File: config.mk
export PLATFORM = sky130hd
export DESIGN_NAME = prefix_remap_lap
export DESIGN_NICKNAME = d
export VERILOG_FILES = /design/src/rtl/prefix_remap_lap_pkg.sv /design/src/rtl/prefix_swap.sv /design/src/rtl/lowaddr_guard.sv /design/src/rtl/prefix_remap_lap.sv
export SDC_FILE = /design/constraint.sdc
export NUM_CORES = 1
export LEC_CHECK = 0
export ABC_AREA = 0
export BUFFER_PORTS_ARGS = -buffer_cell sky130_fd_sc_hd__buf_2
export CORE_MARGIN = 3
export CORE_UTILIZATION = 40
export CTS_BUF_LIST = sky130_fd_sc_hd__clkbuf_8
export DETAILED_ROUTE_END_ITERATION = 16
export HOLD_SLACK_MARGIN = 0.06
export PLACE_DENSITY_LB_ADDON = 0.12
export RECOVER_POWER = 25
export SLEW_MARGIN = 20
export SYNTH_ARGS = -nofsm -noshare
export SYNTH_HDL_FRONTEND = slang
export SYNTH_SLANG_ARGS = --single-unit
File: constraint.sdc
create_clock -name clk -period 1 [get_ports clk]
set_input_delay 0.05 -clock clk [delete_from_list [all_inputs] [get_ports clk]]
set_output_delay 0.05 -clock clk [all_outputs]
set_load 0.01 [all_outputs]
File: src/rtl/prefix_remap_lap_pkg.sv
package prefix_remap_lap_pkg;

  typedef enum logic [1:0] {
    SPACE_PRIMARY   = 2'b00,
    SPACE_ACCREG    = 2'b01,
    SPACE_SECONDARY = 2'b10,
    SPACE_HOME      = 2'b11
  } space_mode_e;

endpackage

File: src/rtl/prefix_swap.sv
module prefix_swap #(
  parameter int AW  = 64,
  parameter int WIN = 8192
) (
  input  logic [AW-1:0] real_addr,
  input  logic [AW-1:0] prefix,
  output logic [AW-1:0] abs_addr
);
  localparam logic [AW:0] WIN_EXT = (AW+1)'(WIN);

  logic [AW:0] real_ext;
  logic [AW:0] pfx_top;
  logic        in_low;
  logic        in_pfx;

  assign real_ext = {1'b0, real_addr};
  assign pfx_top  = {1'b0, prefix} + WIN_EXT;
  assign in_low   = real_ext < WIN_EXT;
  assign in_pfx   = (real_addr >= prefix) && (real_ext < pfx_top);

  always_comb begin
    if (in_low) begin
      abs_addr = real_addr + prefix;
    end else if (in_pfx) begin
      abs_addr = real_addr - prefix;
    end else begin
      abs_addr = real_addr;
    end
  end
endmodule

File: src/rtl/lowaddr_guard.sv
module lowaddr_guard
  import prefix_remap_lap_pkg::*;
#(
  parameter int AW   = 64,
  parameter int SPAN = 512,
  parameter int PAGE = 4096
) (
  input  logic [AW-1:0] addr,
  input  logic          is_write,
  input  logic          lap_en,
  input  logic          xlat_en,
  input  logic [1:0]    mode,
  input  logic          priv_pri,
  input  logic          priv_sec,
  input  logic          priv_home,
  output logic          hit,
  output logic          mode_err
);
  localparam logic [AW-1:0] SPAN_V  = AW'(SPAN);
  localparam logic [AW-1:0] PAGE_V  = AW'(PAGE);
  localparam logic [AW-1:0] PAGE_HI = AW'(PAGE + SPAN);

  logic in_range;
  logic priv_sel;
  logic mode_ok;
  logic armed;

  assign in_range = (addr < SPAN_V) || ((addr >= PAGE_V) && (addr < PAGE_HI));
  assign armed    = lap_en && is_write;

  always_comb begin
    priv_sel = 1'b0;
    mode_ok  = 1'b1;
    unique case (space_mode_e'(mode))
      SPACE_PRIMARY:   priv_sel = priv_pri;
      SPACE_SECONDARY: priv_sel = priv_sec;
      SPACE_HOME:      priv_sel = priv_home;
      default:         mode_ok  = 1'b0;
    endcase
  end

  assign mode_err = armed && xlat_en && !mode_ok;
  assign hit      = armed && in_range && (!xlat_en || (mode_ok && !priv_sel));
endmodule

File: src/rtl/prefix_remap_lap.sv
module prefix_remap_lap #(
  parameter int AW   = 64,
  parameter int WIN  = 8192,
  parameter int SPAN = 512,
  parameter int PAGE = 4096
) (
  input  logic          clk,
  input  logic          rst_n,
  input  logic          in_valid,
  input  logic [AW-1:0] real_addr,
  input  logic          is_write,
  input  logic [AW-1:0] prefix_base,
  input  logic          lap_enable,
  input  logic          xlat_enable,
  input  logic [1:0]    space_mode,
  input  logic          priv_primary,
  input  logic          priv_secondary,
  input  logic          priv_home,
  output logic          out_valid,
  output logic [AW-1:0] abs_addr,
  output logic          prot_fault,
  output logic          mode_error
);
  logic [AW-1:0] abs_c;
  logic          hit_c;
  logic          err_c;

  logic          valid_d, valid_q;
  logic [AW-1:0] abs_d,   abs_q;
  logic          fault_d, fault_q;
  logic          err_d,   err_q;

  prefix_swap #(.AW(AW), .WIN(WIN)) u_swap (
    .real_addr (real_addr),
    .prefix    (prefix_base),
    .abs_addr  (abs_c)
  );

  lowaddr_guard #(.AW(AW), .SPAN(SPAN), .PAGE(PAGE)) u_guard (
    .addr      (real_addr),
    .is_write  (is_write),
    .lap_en    (lap_enable),
    .xlat_en   (xlat_enable),
    .mode      (space_mode),
    .priv_pri  (priv_primary),
    .priv_sec  (priv_secondary),
    .priv_home (priv_home),
    .hit       (hit_c),
    .mode_err  (err_c)
  );

  always_comb begin
    valid_d = in_valid;
    abs_d   = abs_q;
    fault_d = 1'b0;
    err_d   = 1'b0;
    if (in_valid) begin
      abs_d   = abs_c;
      fault_d = hit_c;
      err_d   = err_c;
    end
  end

  always_ff @(posedge clk or negedge rst_n) begin
    if (!rst_n) begin
      valid_q <= 1'b0;
      abs_q   <= '0;
      fault_q <= 1'b0;
      err_q   <= 1'b0;
    end else begin
      valid_q <= valid_d;
      abs_q   <= abs_d;
      fault_q <= fault_d;
      err_q   <= err_d;
    end
  end

  assign out_valid  = valid_q;
  assign abs_addr   = abs_q;
  assign prot_fault = fault_q;
  assign mode_error = err_q;
endmodule

==> results.txt <==
----------------------------------------------------
[Die]
  Initial cell density of the core ... 40.7%
  Die Area ... 0.0364 sq mm
  Area of the core ... 0.0336 sq mm
  Vert. Die Dim ... 191 um
  Width of the chip ... 191 um
  Io pins ... 206
  Std-Cell Rows ... 67

[Setup path]
  Type of the worst setup path ... input pin to flop
  Worst setup SP type ... input pin
  Number of cells on the worst reg-to-reg path ... 2
  Register-to-Register Setup Slack ... 0.06 ns
  Count of buffering cells on the critical path with inverters included ... 5
  Reg-to-Reg Start ... abs_addr[47]
  First element of the critical path ... prefix_base[14]
  Cell type of the slowest stage on the worst timing path ... sky130_fd_sc_hd__a221oi_4
  Number of cells on the critical path ... 26
  WP data required ... 1.28 ns
  Worst path max stage delay ... 0.32 ns
  Most used cell, CP ... sky130_fd_sc_hd__nand4_1
  Top delay family on crit path ... simple AND/OR/NAND/NOR gates
  Signal arrival time at the worst endpoint ... 4.39 ns
  Critical-path maximum fanout ... 7
  Setup crit end kind ... flop
  Critical path destination ... abs_addr[9]
  Endpoint of the lowest-slack register-to-register path ... abs_addr[47]

[Synth]
  Number of synthesized flops with an enable pin ... 0
  Synthesis Warnings ... 0
  Most instantiated flip-flop cell in the synthesis netlist ... sky130_fd_sc_hd__dfrtp_1
  Distinct cell type count of the synthesized netlist ... 89
  Post-synthesis sequential element count ... 67
  Synth async-reset ratio ... 100%
  Post-synth net total ... 2260
  Cell count after synthesis ... 1941
  Sequential share of the synthesized area ... 12.3%
  Cell Area, Synth ... 0.0137 sq mm
  Post-Syn Area per Cell ... 7.04 sq um

[Detailed routing]
  Detailed router's first-iteration violation count ... 1665
  Routed wirelength normalized by instance count ... 21.1 um
  Detailed-route wire length ... 71.1 mm
  Via total after detailed routing ... 19300
  Ratio of routed vias to standard cells ... 5.74
  Antenna Violating Nets Remaining ... 0
  First-pass DRT Iterations ... 8
  Residual DRC count ... 0

[STA]
  Worst-margin pin slew ... 0.779 ns
  Portion of the clock cycle consumed by the worst path in the final layout ... 411%
  Highest clock frequency the design can meet ... 243 MHz
  Final Max Tran Viols ... 0
  Unrepaired setup endpoints after global routing ... true
  Clock period minus worst slack ... 4.11 ns
  Total Neg Setup Slack ... -193.02 ns
  Hold Vio Cnt, Final ... 0
  Final WS setup ... -3.11 ns
  Worst clock skew on the final layout ... 0 ns
  Headroom to the max-slew limit ... 46.7%
  Final setup vio count ... 97

[Global routing]
  Maximum number of pins on one net before global-route repair ... 28
  Global-route wire length before repair ... 105 mm
  Number of antenna violations at the first check in global routing ... 0
  Global-route usage over all layers ... 36.7%
  Vias in the first global route ... 19100
  Total congestion overflow after global routing ... 0

[Layout]
  Syn-to-layout area delta ... 70.1%
  Diodes inserted ... 0
  Post-layout util ... 69.2%
  Net count reported at finish ... 3228
  Count of filler cells inserted in the layout ... 2950
  Layout cell share with drive strength beyond 1 ... 42.7%

[Clock tree]
  Cell chosen for the clock root ... sky130_fd_sc_hd__clkbuf_8
  Clock-pin slew on the worst setup and hold paths ... 0.08 ns
  CTS tree ... yes
  Num Clock Sinks ... 67
  Number of buffers added by the clock tree synthesis step ... 9
  Clock Latency Late Sink ... 0.39 ns
  Maximum buffer depth of the clock tree ... 2
  Deepest level of the CTS H-tree ... 3

[Placed design]
  Global placer's final weighted congestion ... 1.00
  Port Buf Inserts ... 205
  Post-DP HPWL ... 57.2 mm

[Worst hold path]
  Class of the tightest hold or removal check ... input pin to flop
  Worst Hold Launch ... is_write

[Flow run]
  Max-cap violations ... 0

[Power]
  Power per unit of standard cell area ... 922 mW/mm^2
  Max rail drop VDD ... 0.713 mV
  P_leak ... 11.3 nW

[Run status]
  Violations in the final reports ... negative setup slack
  Outcome ... finished with violations

----------------------------------------------------
-- cells by family (layout without fill, tap and decap cells) --
kind of cell,count (synthesis),after routing,synth area share [%]
XOR/XNOR,102,102,6.53
buffers and inverters,257,1230,7.20
multiplexers,23,23,1.77
AND/OR/NAND/NOR,631,631,22.9
AO/OA/AOI/OAI,681,681,32.8
flip-flops,67,67,12.3
adder cells (fa/ha/maj),180,180,16.6
-- stage by stage --
step	hold slack, ns	std cells	instance area (sq um)	power, mW	setup WS [ns]
2_1_floorplan	-0.246	1941	13900	9.40	-2.85
3_3_place_gp	0.00601	3272	21000	15.9	-3.79
3_5_place_dp	0.00558	3272	21000	16.1	-3.93
4_1_cts	0.0551	3336	22500	20.2	-2.98
5_1_grt	0.0927	3362	23300	22.5	-3.29
6_report	0.0981	3362	23300	21.4	-3.11
-- cell type report --
type / instances / area (sq um) / share of cell area (%)
Clock buffer: 11 / 151 / 0.651
Clock inverter: 5 / 83.8 / 0.360
Inverter: 153 / 577 / 2.48
Multi-Input combinational cell: 1617 / 12000 / 51.4
Sequential cell: 67 / 1680 / 7.22
Tap cell: 448 / 561 / 2.41
Timing Repair Buffer: 1061 / 8250 / 35.5
-- metal layers --
layer	wire [um]	vias up	share of wire (%)	track usage [%]
met2	33400	844	47	62.9
met4	3800	0	5.3	16.4
li1	-	9095	-	-
met3	4700	207	6.6	4.96
met5	0	-	0	0
met1	29100	9158	41	45.7
-- Yosys cell counts, types with 11 or more instances --
cell type	instances	share of area (%)
sky130_fd_sc_hd__clkbuf_1	90	2.5
sky130_fd_sc_hd__and2_1	14	0.64
sky130_fd_sc_hd__and3_1	22	1.0
sky130_fd_sc_hd__nor2b_1	26	1.2
sky130_fd_sc_hd__ha_1	178	16
sky130_fd_sc_hd__nor4_1	33	1.5
sky130_fd_sc_hd__dfrtp_1	67	12
sky130_fd_sc_hd__a21oi_1	216	7.9
sky130_fd_sc_hd__o21ai_0	108	4.0
sky130_fd_sc_hd__a21o_1	37	2.0
sky130_fd_sc_hd__o21a_1	19	1.0
sky130_fd_sc_hd__nand2b_1	15	0.69
sky130_fd_sc_hd__a31oi_1	23	1.1
sky130_fd_sc_hd__nand4_1	49	2.2
sky130_fd_sc_hd__and4_1	11	0.70
sky130_fd_sc_hd__o211ai_1	18	0.99
sky130_fd_sc_hd__nand2_1	137	3.8
sky130_fd_sc_hd__o31ai_1	38	2.1
sky130_fd_sc_hd__inv_1	150	4.1
sky130_fd_sc_hd__o21bai_1	40	2.2
sky130_fd_sc_hd__o22ai_1	13	0.59
sky130_fd_sc_hd__nor2_1	183	5.0
sky130_fd_sc_hd__o221ai_1	14	0.90
sky130_fd_sc_hd__nor3_1	45	1.6
sky130_fd_sc_hd__mux2i_1	14	1.0
sky130_fd_sc_hd__xnor2_1	99	6.3
sky130_fd_sc_hd__nor3b_1	16	0.88
sky130_fd_sc_hd__a221oi_1	11	0.70
sky130_fd_sc_hd__a211oi_1	27	1.5
sky130_fd_sc_hd__nand3_1	47	1.7
-- state kept, by name, summed over array words and instances (netlist names) --
name,cells
prot_fault,1
mode_error,1
abs_addr,64
out_valid,1
-- report_power, final --
part / switching, mW / internal [mW]
logic: 7.47 / 7.42
registers: 0.428 / 3.17
clock network: 1.40 / 1.55
total: 9.30 / 12.1
-- cells in the final DEF (no fill, tap or decap), types with 16 or more instances in the layout --
cell / instances
sky130_fd_sc_hd__o21a_1: 19
sky130_fd_sc_hd__nor2_1: 168
sky130_fd_sc_hd__inv_1: 147
sky130_fd_sc_hd__nor2b_1: 25
sky130_fd_sc_hd__o21ai_0: 77
sky130_fd_sc_hd__and3_1: 17
sky130_fd_sc_hd__nor4_1: 24
sky130_fd_sc_hd__buf_6: 59
sky130_fd_sc_hd__nand2_1: 132
sky130_fd_sc_hd__buf_12: 19
sky130_fd_sc_hd__o21ai_1: 27
sky130_fd_sc_hd__nor3_1: 40
sky130_fd_sc_hd__a21o_1: 37
sky130_fd_sc_hd__dfrtp_1: 64
sky130_fd_sc_hd__a21oi_1: 203
sky130_fd_sc_hd__o31ai_1: 33
sky130_fd_sc_hd__nand4_1: 49
sky130_fd_sc_hd__buf_4: 777
sky130_fd_sc_hd__o211ai_1: 18
sky130_fd_sc_hd__nand3_1: 41
sky130_fd_sc_hd__xnor2_1: 99
sky130_fd_sc_hd__a211oi_1: 16
sky130_fd_sc_hd__buf_2: 175
sky130_fd_sc_hd__o21bai_1: 40
sky130_fd_sc_hd__ha_1: 177
sky130_fd_sc_hd__a31oi_1: 22
-- how the worst min path moves through the flow --
stage                               to  slack (ns)  cells past startpoint
after floorplan            abs_addr[0]       -0.25                      0
after global routing        prot_fault        0.09                      4
after CTS                   prot_fault        0.06                      4
after global placement    abs_addr[13]       0.006                      1
final                       prot_fault         0.1                      4
after detailed placement  abs_addr[52]       0.006                      1
-- worst register-to-register path: cells and delay by family (launching register included) --
kind                   cells  cell delay [ns]
AOI/OAI and AO/OA          1             0.21
buffers and inverters      1             0.17
DFF                        1             0.46
-- repair_timing --
| item | in CTS | in global routing |
|---|---|---|
| cloned | 3 | 5 |
| resized for setup | 177 | 116 |
| setup endpoints to repair | 108 | 118 |
| hold endpoints to repair | 71 | 0 |
| setup buffers | 36 | 22 |
| hold buffers | 10 | 0 |
| pin swaps | 71 | 73 |
Power figures use the tool's default switching activity.
